--- src/rtl/stall_pkg.sv ---
package stall_pkg;

    typedef enum logic {
        CRIT_FEEDBACK = 1'b0,
        CRIT_LOCK     = 1'b1
    } crit_t;

    typedef struct packed {
        logic  fault;
        logic  drive_en;
        crit_t sel_prev;
    } guard_st_t;

endpackage

--- src/rtl/sg_sync_edge.sv ---
module sg_sync_edge #(
    parameter int   STAGES  = 2,
    parameter logic RST_VAL = 1'b0
) (
    input  logic clk,
    input  logic rst_n,
    input  logic din,
    output logic level,
    output logic any_edge,
    output logic rise
);
    logic [STAGES-1:0] chain_q;
    logic              prev_q;

    genvar g;
    generate
        for (g = 0; g < STAGES; g++) begin : g_stage
            always_ff @(posedge clk or negedge rst_n) begin
                if (!rst_n) begin
                    chain_q[g] <= RST_VAL;
                end else if (g == 0) begin
                    chain_q[g] <= din;
                end else begin
                    chain_q[g] <= chain_q[(g == 0) ? 0 : g-1];
                end
            end
        end
    endgenerate

    always_ff @(posedge clk or negedge rst_n) begin
        if (!rst_n) prev_q <= RST_VAL;
        else        prev_q <= chain_q[STAGES-1];
    end

    always_comb begin
        level    = chain_q[STAGES-1];
        any_edge = chain_q[STAGES-1] ^ prev_q;
        rise     = chain_q[STAGES-1] & ~prev_q;
    end
endmodule

--- src/rtl/sg_period_mon.sv ---
module sg_period_mon #(
    parameter int PER_W = 16,
    parameter int TOL   = 1
) (
    input  logic clk,
    input  logic rst_n,
    input  logic rise,
    output logic changed
);
    localparam logic [PER_W-1:0] TOL_V = PER_W'(TOL);

    typedef struct packed {
        logic [PER_W-1:0] cnt;
        logic [PER_W-1:0] last;
        logic             valid;
    } per_st_t;

    per_st_t st_d, st_q;
    logic [PER_W-1:0] diff;

    always_comb begin
        st_d    = st_q;
        changed = 1'b0;
        diff    = (st_q.cnt >= st_q.last) ? (st_q.cnt - st_q.last)
                                          : (st_q.last - st_q.cnt);
        if (rise) begin
            changed    = st_q.valid && (diff > TOL_V);
            st_d.last  = st_q.cnt;
            st_d.cnt   = '0;
            st_d.valid = 1'b1;
        end else if (st_q.cnt != '1) begin
            st_d.cnt = st_q.cnt + 1'b1;
        end
    end

    always_ff @(posedge clk or negedge rst_n) begin
        if (!rst_n) st_q <= '0;
        else        st_q <= st_d;
    end
endmodule

--- src/rtl/sg_stall_timer.sv ---
module sg_stall_timer #(
    parameter int CNT_W = 16
) (
    input  logic             clk,
    input  logic             rst_n,
    input  logic             run,
    input  logic             clear,
    input  logic [CNT_W-1:0] limit,
    output logic             expire
);
    localparam logic [CNT_W-1:0] ONE = CNT_W'(1);

    logic [CNT_W-1:0] cnt_d, cnt_q;

    always_comb begin
        expire = run && !clear && (limit != '0) && (cnt_q >= limit - ONE);
        if (!run || clear)       cnt_d = '0;
        else if (cnt_q != '1)    cnt_d = cnt_q + ONE;
        else                     cnt_d = cnt_q;
    end

    always_ff @(posedge clk or negedge rst_n) begin
        if (!rst_n) cnt_q <= '0;
        else        cnt_q <= cnt_d;
    end
endmodule

--- src/rtl/stall_guard.sv ---
module stall_guard
    import stall_pkg::*;
#(
    parameter int CNT_W       = 16,
    parameter int PER_W       = 16,
    parameter int TOL         = 1,
    parameter int SYNC_STAGES = 2
) (
    input  logic             clk,
    input  logic             rst_n,
    input  logic             stop_lvl,
    input  logic             crit_sel,
    input  logic             fb_in,
    input  logic             lock_in,
    input  logic             ref_in,
    input  logic [CNT_W-1:0] timeout,
    output logic             drive_en,
    output logic             fault
);
    logic stop_s, stop_e, stop_r;
    logic sel_s, sel_e, sel_r;
    logic lock_s, lock_e, lock_r;
    logic fb_s, fb_edge, fb_r;
    logic ref_s, ref_e, ref_rise;
    logic ref_changed, restart, expire, run_s;
    crit_t sel_c;

    guard_st_t st_d, st_q;

    sg_sync_edge #(.STAGES(SYNC_STAGES), .RST_VAL(1'b1)) u_stop (
        .clk(clk), .rst_n(rst_n), .din(stop_lvl),
        .level(stop_s), .any_edge(stop_e), .rise(stop_r));

    sg_sync_edge #(.STAGES(SYNC_STAGES), .RST_VAL(1'b1)) u_sel (
        .clk(clk), .rst_n(rst_n), .din(crit_sel),
        .level(sel_s), .any_edge(sel_e), .rise(sel_r));

    sg_sync_edge #(.STAGES(SYNC_STAGES), .RST_VAL(1'b0)) u_lock (
        .clk(clk), .rst_n(rst_n), .din(lock_in),
        .level(lock_s), .any_edge(lock_e), .rise(lock_r));

    sg_sync_edge #(.STAGES(SYNC_STAGES), .RST_VAL(1'b0)) u_fb (
        .clk(clk), .rst_n(rst_n), .din(fb_in),
        .level(fb_s), .any_edge(fb_edge), .rise(fb_r));

    sg_sync_edge #(.STAGES(SYNC_STAGES), .RST_VAL(1'b0)) u_ref (
        .clk(clk), .rst_n(rst_n), .din(ref_in),
        .level(ref_s), .any_edge(ref_e), .rise(ref_rise));

    sg_period_mon #(.PER_W(PER_W), .TOL(TOL)) u_per (
        .clk(clk), .rst_n(rst_n), .rise(ref_rise), .changed(ref_changed));

    sg_stall_timer #(.CNT_W(CNT_W)) u_tmr (
        .clk(clk), .rst_n(rst_n), .run(run_s), .clear(restart),
        .limit(timeout), .expire(expire));

    always_comb begin
        run_s = ~stop_s;
        sel_c = crit_t'(sel_s);
        unique case (sel_c)
            CRIT_LOCK:     restart = lock_s | ref_changed;
            CRIT_FEEDBACK: restart = fb_edge;
            default:       restart = 1'b1;
        endcase
        restart = restart | (sel_c != st_q.sel_prev) | st_q.fault;

        st_d          = st_q;
        st_d.sel_prev = sel_c;
        st_d.fault    = run_s & (st_q.fault | expire);
        st_d.drive_en = run_s & ~st_d.fault;
    end

    always_ff @(posedge clk or negedge rst_n) begin
        if (!rst_n) begin
            st_q.fault    <= 1'b0;
            st_q.drive_en <= 1'b0;
            st_q.sel_prev <= CRIT_LOCK;
        end else begin
            st_q <= st_d;
        end
    end

    assign drive_en = st_q.drive_en;
    assign fault    = st_q.fault;
endmodule

--- config.mk ---
export PLATFORM = sky130hd
export DESIGN_NAME = stall_guard
export DESIGN_NICKNAME = d
export VERILOG_FILES = /design/src/rtl/stall_pkg.sv /design/src/rtl/sg_sync_edge.sv /design/src/rtl/sg_period_mon.sv /design/src/rtl/sg_stall_timer.sv /design/src/rtl/stall_guard.sv
export SDC_FILE = /design/constraint.sdc
export NUM_CORES = 1
export LEC_CHECK = 0
export BUFFER_PORTS_ARGS = -buffer_cell sky130_fd_sc_hd__buf_2
export CELL_PAD_IN_SITES_DETAIL_PLACEMENT = 0
export CELL_PAD_IN_SITES_GLOBAL_PLACEMENT = 1
export CORE_MARGIN = 2
export CORE_UTILIZATION = 53
export CTS_BUF_LIST = sky130_fd_sc_hd__clkbuf_4 sky130_fd_sc_hd__clkbuf_8
export DETAILED_ROUTE_END_ITERATION = 16
export GPL_ROUTABILITY_DRIVEN = 0
export GPL_TIMING_DRIVEN = 0
export PLACE_DENSITY_LB_ADDON = 0.25
export SYNTH_ARGS = -nofsm -noshare
export SYNTH_HDL_FRONTEND = slang
export SYNTH_SLANG_ARGS = --single-unit
--- constraint.sdc ---
create_clock -name clk -period 5.9 [get_ports clk]
set_input_delay 0.59 -clock clk [delete_from_list [all_inputs] [get_ports clk]]
set_output_delay 0.59 -clock clk [all_outputs]
set_load 0.02 [all_outputs]
==> metrics.json <==
{
  "final_cells": 751,
  "highest_net_fanout_along_the_worst_path": 10,
  "most_used_standard_cells_in_the_synthesized_netlist": "sky130_fd_sc_hd__dfrtp_1 (59), sky130_fd_sc_hd__ha_1 (50), sky130_fd_sc_hd__nand2_1 (50), sky130_fd_sc_hd__inv_1 (47), sky130_fd_sc_hd__nor2_1 (39)",
  "worst_slew_margin_rel_pct": 29.69,
  "maxClockFrequency_mhz": 256.2,
  "dieWidth_um": 102.1,
  "ctsResizeCount": 0,
  "regMostFlops": "u_per.st_q",
  "post_synth_inst_count": 581,
  "grt_antenna_before_repair": 0,
  "io_buffer_count": 24,
  "antenna_left": 0,
  "antenna_cells": 0,
  "worst_skew_pair.late_latency_ns": 0.37,
  "synth.ff_latch_count": 64,
  "hold_slack_ns": 0.2301,
  "ratio_of_final_minimum_period_to_clock_period_pct": 66.15,
  "core_um2": 9284,
  "worst-endpoint-required_ns": 6.15,
  "seq_area_frac_synth_pct": 31.54,
  "cts-htree-levels": 3,
  "layout_min_cycle_time_ns": 3.903,
  "final.fill_count": 851,
  "cp.arrival_ns": 4.15,
  "overflow": 0,
  "post-dp-hpwl_mm": 9.057,
  "timing.hold.worst.class": "in -> async",
  "cts.root.buffer_cell": "sky130_fd_sc_hd__clkbuf_8",
  "cp-start-kind": "register",
  "synth-edff-count": 0,
  "worstSetupPathType": "reg -> reg",
  "post_route_cells_drive_above_1_share_pct": 12.70,
  "hold_viol": 0,
  "leakagePower_uw": 0.002534,
  "rsz0062_at_grt": "no",
  "powerDensity_nw_per_um2": 340.7,
  "final_util_pct": 60.86,
  "clock_sinks": 64,
  "maxSlewViolCount": 0,
  "clock_buffers_created_by_tritoncts": 9,
  "synth_warnings": 0,
  "floorplan.initialDensity_pct": 54.91,
  "design_power_total_uw": 1925,
  "syn_nets": 656,
  "wl_per_cell_um": 15.32,
  "run_status": "complete, no violations",
  "cap_violations": 0,
  "first_pass_iters": 5,
  "tritoncts": "built",
  "syn_to_final_growth_pct": 10.85,
  "dr_total_vias": 4323,
  "cts_setup_buffers": 0,
  "largest_reg_flops": 33,
  "worst_clock_skew_ns": 0.02366,
  "final_stage_net_count": 692,
  "grt_usage_pct": 23.47,
  "drt_drc_violations_left": 0,
  "r2r_slack_ns": 2.00,
  "synth.avg_cell_area_um2": 8.773,
  "dp_cells": 735,
  "yosys.cell_count.top_type": "sky130_fd_sc_hd__dfrtp_1",
  "grt_start_max_net_pins": 40,
  "setup-violations-final": 0,
  "cts_hold_buf": 0,
  "post-synth-top-area-fraction_pct": 28.96,
  "peakVddDrop_v": 0.0001772,
  "drt_iter0_drc": 222,
  "chipHeight_um": 102.1,
  "netlist-cell-type-count": 69,
  "seq_cell_area_um2": 1608,
  "vias_in_the_first_global_route": 4189,
  "fp.dieArea_um2": 10420,
  "drt-total-wl_mm": 11.50,
  "clkSlewWorstSetupHoldPaths_ns": 0.10,
  "grt_pass1_wl_mm": 19.44,
  "yosysTopAreaCell": "sky130_fd_sc_hd__dfrtp_1",
  "multi_input_area_um2": 3181,
  "routed_via_density": 5.756,
  "floorplan.io_pins": 25,
  "finalSetupTns_ns": 0,
  "synth_ff_type": "sky130_fd_sc_hd__dfrtp_1",
  "timing.critical_path.to_type": "register",
  "synth_area_leaders": "sky130_fd_sc_hd__dfrtp_1 (29%), sky130_fd_sc_hd__ha_1 (12%), sky130_fd_sc_hd__xnor2_1 (5.5%), sky130_fd_sc_hd__nand2_1 (3.7%), sky130_fd_sc_hd__inv_1 (3.5%)",
  "syn_area_um2": 5097,
  "timing_worst_slew_pin_value_ns": 1.047,
  "num_rows": 35,
  "synthArstFlopShare_pct": 100.0,
  "reg_top3": "u_per.st_q: 33 flops, u_tmr.cnt_q: 16 flops",
  "clk_path_buf_depth": 2
}
[routing by layer]
metal	share of wire (%)	track usage [%]	wire length (um)	vias up
li1	-	-	-	2151
met1	46	31.06	5321	2044
met2	48	39.88	5515	101
met3	3.7	3.694	426	27
met4	2.1	6.974	240	0
met5	0	0	0	-
[power breakdown]
group	total, uW	leakage (uW)	internal [uW]	switching (uW)
combinational	955	0.00157	434	521
clock	481	0.000126	286	195
sequential	489	0.000842	462	26.7
[worst paths after layout]
kind	startpoint	to	depth (start not counted)
worst min register to register	u_ref.chain_q[0]$_DFF_PN0_	u_ref.level$_DFF_PN0_	0
max in group asynchronous	rst_n	u_stop.chain_q[0]$_DFF_PN1_	2
min in group clk	stop_lvl	u_stop.chain_q[0]$_DFF_PN1_	1
worst max-delay path	u_per.st_q[17]$_DFFE_PN0P_	u_tmr.cnt_q[7]$_DFFE_PN0P_	14
worst min-delay path	rst_n	u_per.st_q[5]$_DFFE_PN0P_	1
worst max register to register	u_per.st_q[17]$_DFFE_PN0P_	u_tmr.cnt_q[7]$_DFFE_PN0P_	14
[worst max-delay path, stage by stage (launching register included)]
cell,delay (ns)
sky130_fd_sc_hd__dfrtp_1,0.43
sky130_fd_sc_hd__inv_1,0.13
sky130_fd_sc_hd__ha_1,0.18
sky130_fd_sc_hd__inv_1,0.06
sky130_fd_sc_hd__fa_1,0.42
sky130_fd_sc_hd__a211oi_1,0.29
sky130_fd_sc_hd__or2_1,0.19
sky130_fd_sc_hd__a21bo_1,0.15
sky130_fd_sc_hd__o211ai_2,0.25
sky130_fd_sc_hd__a2111oi_0,0.53
sky130_fd_sc_hd__nor3_1,0.12
sky130_fd_sc_hd__a211oi_2,0.30
sky130_fd_sc_hd__a31oi_2,0.27
sky130_fd_sc_hd__buf_6,0.23
sky130_fd_sc_hd__nor4_2,0.23
[metrics by stage]
| stage | setup slack (ns) | area [um^2] |
|---|---|---|
| 6_report | 1.997 | 5650 |
| 5_1_grt | 1.652 | 5650 |
| 4_1_cts | 2.070 | 5650 |
| 3_5_place_dp | 2.104 | 5399 |
| 3_3_place_gp | 2.146 | 5379 |
| 2_1_floorplan | 2.640 | 5097 |
[cells by family after synthesis]
group	share of synthesized area, %
buffers and inverters	6.063
AND/OR/NAND/NOR	20.84
XOR/XNOR	8.763
adder cells (fa/ha/maj)	13.06
multiplexers	1.645
AO/OA/AOI/OAI	18.09
flip-flops	31.54
[layout by cell type (no fill, tap or decap), types with 13 or more instances in the layout]
cell type                 Yosys  routed
sky130_fd_sc_hd__dfrtp_1     59      59
sky130_fd_sc_hd__nand2_1     50      50
sky130_fd_sc_hd__ha_1        50      50
sky130_fd_sc_hd__inv_1       47      47
sky130_fd_sc_hd__nor2_1      39      39
sky130_fd_sc_hd__o21ai_0     33      33
sky130_fd_sc_hd__xnor2_1     32      32
sky130_fd_sc_hd__a21oi_1     30      30
sky130_fd_sc_hd__buf_2        3      27
sky130_fd_sc_hd__xor2_1      19      19
sky130_fd_sc_hd__nor3_1      18      18
sky130_fd_sc_hd__a21o_1      16      16
sky130_fd_sc_hd__nand3_1     14      14
sky130_fd_sc_hd__nand4_1     13      13
[layout make-up]
class / instances / share of cell area (%)
multi-input combinational: 445 / 56.29
sequential: 64 / 28.45
inverter: 47 / 3.122
tap: 129 / 2.857
timing repair buffer: 25 / 2.480
buffer: 25 / 2.347
clock inverter: 7 / 2.259
clock buffer: 9 / 2.192
Note: power is estimated with default switching activity, not from simulation.
